--- config.mk ---
export PLATFORM = sky130hd
export DESIGN_NAME = usbd_cmdstat
export DESIGN_NICKNAME = d
export VERILOG_FILES = /design/src/rtl/usbd_cs_pkg.sv /design/src/rtl/usbd_sticky.sv /design/src/rtl/usbd_vbus_filter.sv /design/src/rtl/usbd_cmdstat.sv
export SDC_FILE = /design/constraint.sdc
export NUM_CORES = 1
export LEC_CHECK = 0
export BUFFER_PORTS_ARGS = -buffer_cell sky130_fd_sc_hd__buf_2
export CORE_MARGIN = 4
export CORE_UTILIZATION = 38
export CTS_CLUSTER_DIAMETER = 120
export DETAILED_ROUTE_END_ITERATION = 7
export HOLD_SLACK_MARGIN = 0.05
export PLACE_DENSITY = 0.75
export SYNTH_ARGS = -nofsm -noshare
export SYNTH_HDL_FRONTEND = slang
export SYNTH_SLANG_ARGS = --single-unit
export TNS_END_PERCENT = 1
--- constraint.sdc ---
create_clock -name clk -period 1.05 [get_ports clk]
set_input_delay 0.105 -clock clk [delete_from_list [all_inputs] [get_ports clk]]
set_output_delay 0.105 -clock clk [all_outputs]
set_load 0.03 [all_outputs]
--- src/rtl/usbd_cs_pkg.sv ---
package usbd_cs_pkg;
   localparam int REG_W       = 32;
   localparam int ADDR_W      = 7;
   localparam int NAKIE_W     = 4;
   // field positions that software decodes
   localparam int P_EN        = 7;
   localparam int P_SETUP     = 8;
   localparam int P_FORCECLK  = 9;
   localparam int P_LPM       = 11;
   localparam int P_NAKIE     = 12;
   localparam int P_CONN      = 16;
   localparam int P_CONN_CHG  = 24;
   localparam int P_SUSP_CHG  = 25;
   localparam int P_RST_CHG   = 26;
   localparam int P_VBUS      = 28;

   typedef enum logic [1:0] {
      FLG_SETUP = 2'd0,
      FLG_CONN  = 2'd1,
      FLG_SUSP  = 2'd2,
      FLG_RST   = 2'd3
   } flag_idx_e;
   localparam int NUM_FLAGS = 4;
endpackage

--- src/rtl/usbd_sticky.sv ---
module usbd_sticky (
   input  logic clk,
   input  logic rst_n,
   input  logic set_i,
   input  logic clr_i,
   output logic q_o
);
   always_ff @(posedge clk or negedge rst_n) begin
      if (!rst_n)      q_o <= 1'b0;
      else if (set_i)  q_o <= 1'b1;
      else if (clr_i)  q_o <= 1'b0;
   end

   // a hardware set beats a same-cycle clearing write
   p_set_wins_r10: assert property (@(posedge clk) disable iff (!rst_n)
      set_i |=> q_o);
   p_w1c_r10: assert property (@(posedge clk) disable iff (!rst_n)
      (clr_i && !set_i) |=> !q_o);
endmodule

--- src/rtl/usbd_vbus_filter.sv ---
module usbd_vbus_filter #(
   parameter int TICKS = 3
) (
   input  logic clk,
   input  logic rst_n,
   input  logic vbus_i,
   input  logic tick_i,
   output logic level_o,
   output logic fall_o
);
   localparam int CW = $clog2(TICKS + 1);

   if (TICKS < 1) begin : g_bad_ticks
      $error("usbd_vbus_filter: TICKS must be at least 1");
   end

   logic [CW-1:0] cnt_q;
   logic          level_d;

   always_comb begin
      level_d = level_o;
      if (vbus_i)
         level_d = 1'b1;
      else if (level_o && tick_i && cnt_q == CW'(TICKS - 1))
         level_d = 1'b0;
   end

   assign fall_o = level_o & ~level_d;

   always_ff @(posedge clk or negedge rst_n) begin
      if (!rst_n) begin
         level_o <= 1'b0;
         cnt_q   <= '0;
      end else begin
         level_o <= level_d;
         if (vbus_i || !level_o)
            cnt_q <= '0;
         else if (tick_i)
            cnt_q <= cnt_q + 1'b1;
      end
   end

   // rising is immediate, falling needs VBUS to have been low
   p_rise_r6: assert property (@(posedge clk) disable iff (!rst_n)
      vbus_i |=> level_o);
   p_fall_low_r6: assert property (@(posedge clk) disable iff (!rst_n)
      $fell(level_o) |-> !$past(vbus_i));
endmodule

--- src/rtl/usbd_cmdstat.sv ---
module usbd_cmdstat
   import usbd_cs_pkg::*;
#(
   parameter int DATA_W         = 32,
   parameter int DEBOUNCE_TICKS = 3
) (
   input  logic              clk,
   input  logic              rst_n,
   input  logic              reg_wr,
   input  logic [DATA_W-1:0] reg_wdata,
   output logic [DATA_W-1:0] reg_rdata,
   input  logic              ms_tick,
   input  logic              bus_reset,
   input  logic              setup_ack,
   input  logic              vbus_raw,
   input  logic              suspend_toggle,
   output logic [6:0]        dev_addr,
   output logic              dev_active,
   output logic [3:0]        nak_irq_en,
   output logic              nak_all,
   output logic              pullup_en,
   output logic              clk_req,
   output logic              conn_chg,
   output logic              susp_chg,
   output logic              rst_chg
);
   if (DATA_W != REG_W) begin : g_bad_width
      $error("usbd_cmdstat: DATA_W must equal %0d", REG_W);
   end

   logic [ADDR_W-1:0]    addr_q;
   logic                 en_q, fclk_q, lpm_q, conn_q;
   logic [NAKIE_W-1:0]   nakie_q;
   logic                 vbus_lvl, vbus_fall;
   logic [NUM_FLAGS-1:0] flag_set, flag_clr, flag_q;

   // ---------------- software-owned fields ----------------
   always_ff @(posedge clk or negedge rst_n) begin
      if (!rst_n) begin
         addr_q  <= '0;
         en_q    <= 1'b0;
         fclk_q  <= 1'b0;
         lpm_q   <= 1'b1;
         nakie_q <= '0;
         conn_q  <= 1'b0;
      end else begin
         if (reg_wr) begin
            addr_q  <= reg_wdata[ADDR_W-1:0];
            en_q    <= reg_wdata[P_EN];
            fclk_q  <= reg_wdata[P_FORCECLK];
            lpm_q   <= reg_wdata[P_LPM];
            nakie_q <= reg_wdata[P_NAKIE +: NAKIE_W];
            conn_q  <= reg_wdata[P_CONN];
         end
         if (bus_reset)
            addr_q <= '0;
      end
   end

   // ---------------- VBUS filter ----------------
   usbd_vbus_filter #(.TICKS(DEBOUNCE_TICKS)) u_vbus (
      .clk     (clk),
      .rst_n   (rst_n),
      .vbus_i  (vbus_raw),
      .tick_i  (ms_tick),
      .level_o (vbus_lvl),
      .fall_o  (vbus_fall)
   );

   // ---------------- sticky flags ----------------
   always_comb begin
      flag_set           = '0;
      flag_set[FLG_SETUP] = setup_ack;
      flag_set[FLG_CONN]  = vbus_fall & conn_q;
      flag_set[FLG_SUSP]  = suspend_toggle;
      flag_set[FLG_RST]   = bus_reset;
      flag_clr           = '0;
      flag_clr[FLG_SETUP] = reg_wr & reg_wdata[P_SETUP];
      flag_clr[FLG_CONN]  = reg_wr & reg_wdata[P_CONN_CHG];
      flag_clr[FLG_SUSP]  = reg_wr & reg_wdata[P_SUSP_CHG];
      flag_clr[FLG_RST]   = reg_wr & reg_wdata[P_RST_CHG];
   end

   for (genvar i = 0; i < NUM_FLAGS; i++) begin : g_flag
      usbd_sticky u_flag (
         .clk   (clk),
         .rst_n (rst_n),
         .set_i (flag_set[i]),
         .clr_i (flag_clr[i]),
         .q_o   (flag_q[i])
      );
   end

   // ---------------- outputs ----------------
   assign dev_addr   = addr_q;
   assign dev_active = en_q;
   assign nak_irq_en = nakie_q;
   assign nak_all    = flag_q[FLG_SETUP];
   assign pullup_en  = conn_q & vbus_lvl;
   assign clk_req    = fclk_q | vbus_lvl;
   assign conn_chg   = flag_q[FLG_CONN];
   assign susp_chg   = flag_q[FLG_SUSP];
   assign rst_chg    = flag_q[FLG_RST];

   always_comb begin
      reg_rdata                        = '0;
      reg_rdata[ADDR_W-1:0]            = addr_q;
      reg_rdata[P_EN]                  = en_q;
      reg_rdata[P_SETUP]               = flag_q[FLG_SETUP];
      reg_rdata[P_FORCECLK]            = fclk_q;
      reg_rdata[P_LPM]                 = lpm_q;
      reg_rdata[P_NAKIE +: NAKIE_W]    = nakie_q;
      reg_rdata[P_CONN]                = conn_q;
      reg_rdata[P_CONN_CHG]            = flag_q[FLG_CONN];
      reg_rdata[P_SUSP_CHG]            = flag_q[FLG_SUSP];
      reg_rdata[P_RST_CHG]             = flag_q[FLG_RST];
      reg_rdata[P_VBUS]                = vbus_lvl;
   end

   // bus reset always zeroes the address
   p_addr_clr_r4: assert property (@(posedge clk) disable iff (!rst_n)
      bus_reset |=> (dev_addr == '0));
   // an acknowledged SETUP forces NAK on the next cycle
   p_nak_after_setup_r5: assert property (@(posedge clk) disable iff (!rst_n)
      setup_ack |=> nak_all);
   // losing VBUS while connected is recorded
   p_conn_chg_r8: assert property (@(posedge clk) disable iff (!rst_n)
      (pullup_en && vbus_fall) |=> conn_chg);
   // the reset-change flag follows a bus reset
   p_rst_flag_r4: assert property (@(posedge clk) disable iff (!rst_n)
      bus_reset |=> rst_chg);
endmodule

==> results by stage <==
Timing:
- Setup repair after global routing could not meet its margin everywhere.
- The max-slew violation count is 0.
- The share of the clock period used by the worst path after layout is 1.15.
- The final hold violation count is 0.
- The least setup slack across all paths after layout is -0.154 ns.
- Setup violations remaining at the end of the flow were counted as 5.
- For this run, the top clock speed supported by timing is 0.831 GHz.
- The shortest period the worst path allows is 1.20 ns.
- The clock arrives with 0.00229 ns of skew.

Logic synthesis:
- Sorting the synthesized cells by how often they occur yields sky130_fd_sc_hd__buf_4, sky130_fd_sc_hd__dfrtp_1, sky130_fd_sc_hd__mux2_2, sky130_fd_sc_hd__nor2_1, sky130_fd_sc_hd__mux2i_1.
- The sequential fraction of the synthesis area is 0.482.
- The fraction of post-synthesis cell area in the top cell type by area is 0.459.
- The post-synthesis async set-or-reset flop share is 1.00.
- Yosys mapped the design onto 21 distinct sky130hd cell types.
- The number of register bits inferred by synthesis is 22.
- After technology mapping, the gate count stands at roughly 100.
- The cell type contributing the most total cell area after synthesis is sky130_fd_sc_hd__dfrtp_1.
- The most repeated cell in the gate-level netlist after synthesis is sky130_fd_sc_hd__buf_4.
- A synthesized cell averages 11.3 um2.
- The mapped netlist covers 1140 um2.
- For this run, the number of Yosys warnings is 0.
- The number of synthesized flops with an enable pin is 0.
- Among all flip-flop cells after synthesis, the most frequent one is sky130_fd_sc_hd__dfrtp_1.
- Ranked by total cell area, the synthesized netlist is headed by sky130_fd_sc_hd__dfrtp_1, sky130_fd_sc_hd__buf_4, sky130_fd_sc_hd__mux2_2, sky130_fd_sc_hd__mux2i_1, sky130_fd_sc_hd__a21o_1.

Floorplan:
- For this configuration, the core starts out at a cell density of 0.405.
- The I/O pin total is 90.
- The row count is 19.
- The horizontal extent of the die is 62.9 um.
- The height of the chip is around 63 um.
- The overall die area is 3960 um2.
- In this run the standard cell core region covers roughly 2800 um2.

Setup path:
- The cell count along the critical path is 2.
- STA puts the critical path data required time at 0.94 ns.
- The critical path goes through or2_4 > buf_6.
- STA classifies the critical path endpoint as a primary output.
- The worst-case reg-to-reg path depth is 4.
- The stage delay of the slowest cell on the critical path is 0.41 ns.
- The slowest cell on the critical path is sky130_fd_sc_hd__dfrtp_1.
- STA puts the critical path data arrival time at 1.10 ns.
- The total buffers and inverters traversed by the critical path is 1.
- The worst setup path is launched from a register.
- The maximum fanout along the worst path is 2.
- The setup path with the least slack is of type register to primary output.
- The kind of cell with the highest combined delay along the critical path is flip-flops.

Power and ir drop:
- The completed layout was analyzed and its total power is approximately 2.1 mW.
- The cell area power density is 1320 nW/um2.
- The total internal power is 1.41 mW.
- The power share of the clock group is 0.216.
- The combinational fraction of design power is 0.332.
- Summed over all nets, the switching power comes to 729 uW.
- Summed over all cells, the static leakage comes to between 0.8 and 0.9 nW.
- Of the total power, the share spent switching nets is 0.341.
- Across the VDD grid, the largest voltage drop is 792 uV.
- The share of total power in sequential cells is 0.451.

Detailed routing:
- The final wirelength is 2610 um.
- For this block, the initial DRC count from the detailed router was 14.
- The first-pass detailed-route iteration total is 4.
- The via-per-instance ratio is 4.34.
- The detailed-route wire length per cell is 13.1 um.
- The detail route stage leaves a number of antenna-violating nets equal to 0.
- The final routed DRC violation total is 0.
- The via total after detailed routing is 863.

Final layout:
- Counting the fill cells in the layout gives 229.
- Summing all multi-input logic gate instances after layout gives ~380 um2.
- The number of nets in the finished design is 210.
- Across the whole layout, storage elements account for 552 um2.
- The fraction of layout instances using a drive strength above 1 is 0.518.
- The antenna diode instance count is 0.
- From synthesis to final layout, the design area changed by 41.0%.

CTS:
- The number of clock buffers added by TritonCTS is 3.
- The H-tree depth is 1.
- The clock reaches the later pin of the worst-skew pair after 0.30 ns.
- The CTS tree is done.
- In this run the clock root is driven by a sky130_fd_sc_hd__clkbuf_4.
- After clock tree synthesis, the clock-pin slew on the worst setup and hold paths is 0.12 ns.
- The tree built by TritonCTS fans out to 22 sinks.
- No sink is reached through more buffers than the 2 on the longest clock path.

Global route:
- The first global-routing pass estimated 4210 um of wire.
- The number of antenna violations at the first check in global routing was 0.
- Entering global routing, the biggest net connects 23 pins.
- The via count of the first global-routing pass is roughly 900.
- The aggregate global-route resource usage is 0.135.
- The global-route congestion overflow total is 0.

Run status:
- The checks that failed: setup timing.
- The flow ran to the end, but the final reports show violations.

Place:
- Routability-driven placement finished with a final weighted congestion of 0.660.
- Input and output buffers added on the ports amount to 64.
- The setup slack after placement is 0.0140 ns.
- The placed wire-length estimate after detailed placement is 1760 um.

Worst hold path:
- The path type of the worst min-delay path is input port to register.
- The number of stages on the worst hold path is 3.

Job:
- The number of maximum-capacitance constraint violations is 0.
[cell type report]
cell class,count,share of cell area
multi-input combinational,54,0.238
clock buffer,4,0.0225
sequential,22,0.342
tap,31,0.0240
timing repair buffer,87,0.371
inverter,1,0.00233
[power groups by stage]
stage	Combinational, mW	Clock [mW]	Sequential, mW
floorplan	0.427	0	1.06
global placement	0.580	0	0.970
detailed placement	0.592	0	0.975
CTS	0.683	0.488	0.961
global route	0.755	0.523	0.975
finish	0.710	0.462	0.964
[flip-flops by register name (all words and copies together) (netlist names)]
register	count
conn_q	1
dev_addr	7
u_vbus.cnt_q	2
u_vbus.level_o	1
dev_active	1
nak_irq_en	4
fclk_q	1
lpm_q	1
g_flag.u_flag.q_o	4
[metrics by stage]
step / hold WS, ns / instance area (um2) / std cells / util / TNS, ns
4_1_cts: 0.0507 / 1570 / 198 / 0.555 / -0.446
3_3_place_gp: 0.0855 / 1290 / 173 / 0.456 / 0
6_report: 0.0553 / 1610 / 199 / 0.571 / -0.396
3_5_place_dp: 0.103 / 1290 / 173 / 0.456 / 0
5_1_grt: 0.0651 / 1610 / 199 / 0.571 / -0.861
2_1_floorplan: -0.191 / 1190 / 112 / - / 0
[cells in the final DEF (no fill, tap or decap), types with 2 or more instances in the layout]
cell / count
sky130_fd_sc_hd__buf_2: 55
sky130_fd_sc_hd__nand2_1: 5
sky130_fd_sc_hd__mux2i_1: 7
sky130_fd_sc_hd__buf_6: 7
sky130_fd_sc_hd__dlygate4sd3_1: 18
sky130_fd_sc_hd__clkbuf_4: 3
sky130_fd_sc_hd__conb_1: 12
sky130_fd_sc_hd__nor2_1: 8
sky130_fd_sc_hd__mux2_2: 8
sky130_fd_sc_hd__a21o_1: 4
sky130_fd_sc_hd__buf_4: 6
sky130_fd_sc_hd__nand2b_1: 2
sky130_fd_sc_hd__dfrtp_1: 21
[final timing paths]
path	startpoint	slack, ns	end
setup / recovery	u_vbus.level_o	-0.15	clk_req
hold / removal	reg_wdata[4]	0.06	dev_addr[4]
setup reg to reg	u_vbus.cnt_q[0]	0.05	u_vbus.cnt_q[1]
hold reg to reg	g_flag[0].u_flag.q_o	0.52	g_flag[0].u_flag.q_o
max in group asynchronous	rst_n	0.42	lpm_q
min in group asynchronous	rst_n	0.27	dev_addr[4]
[worst min-delay path, delay by kind of cell]
family | cells | cell delay, ns
buffers and inverters | 1 | 0.08
multiplexers | 1 | 0.06
AND/OR/NAND/NOR | 1 | 0.09
[metal layers]
| metal | track usage | wire, um | vias to the layer above |
|---|---|---|---|
| met2 | 0.256 | 1450 | 44 |
| met5 | 0 | 0 | - |
| li1 | - | - | 415 |
| met1 | 0.145 | 958 | 400 |
| met4 | 0.0496 | 38 | 0 |
| met3 | 0.0288 | 165 | 4 |
[logic make-up after synthesis]
kind of cell | count (synthesis) | share of synthesized area
mux | 15 | 0.140
simple gates | 19 | 0.0743
other cells | 1 | 0.00328
xor+xnor | 1 | 0.00765
fa+ha+maj | 1 | 0.0109
flops | 22 | 0.482
compound gates | 6 | 0.0382
buf+inv | 36 | 0.244
[timing repair]
action / 4_1_cts / 5_1_grt
gates resized for setup: 14 / 10
pin swaps: 1 / 2
endpoints found under the setup margin: 6 / 25
endpoints found under the hold margin: 36 / 1
hold buffers: 17 / 1
setup buffers: 4 / 0
No activity file was read; power rests on OpenSTA's default activity.
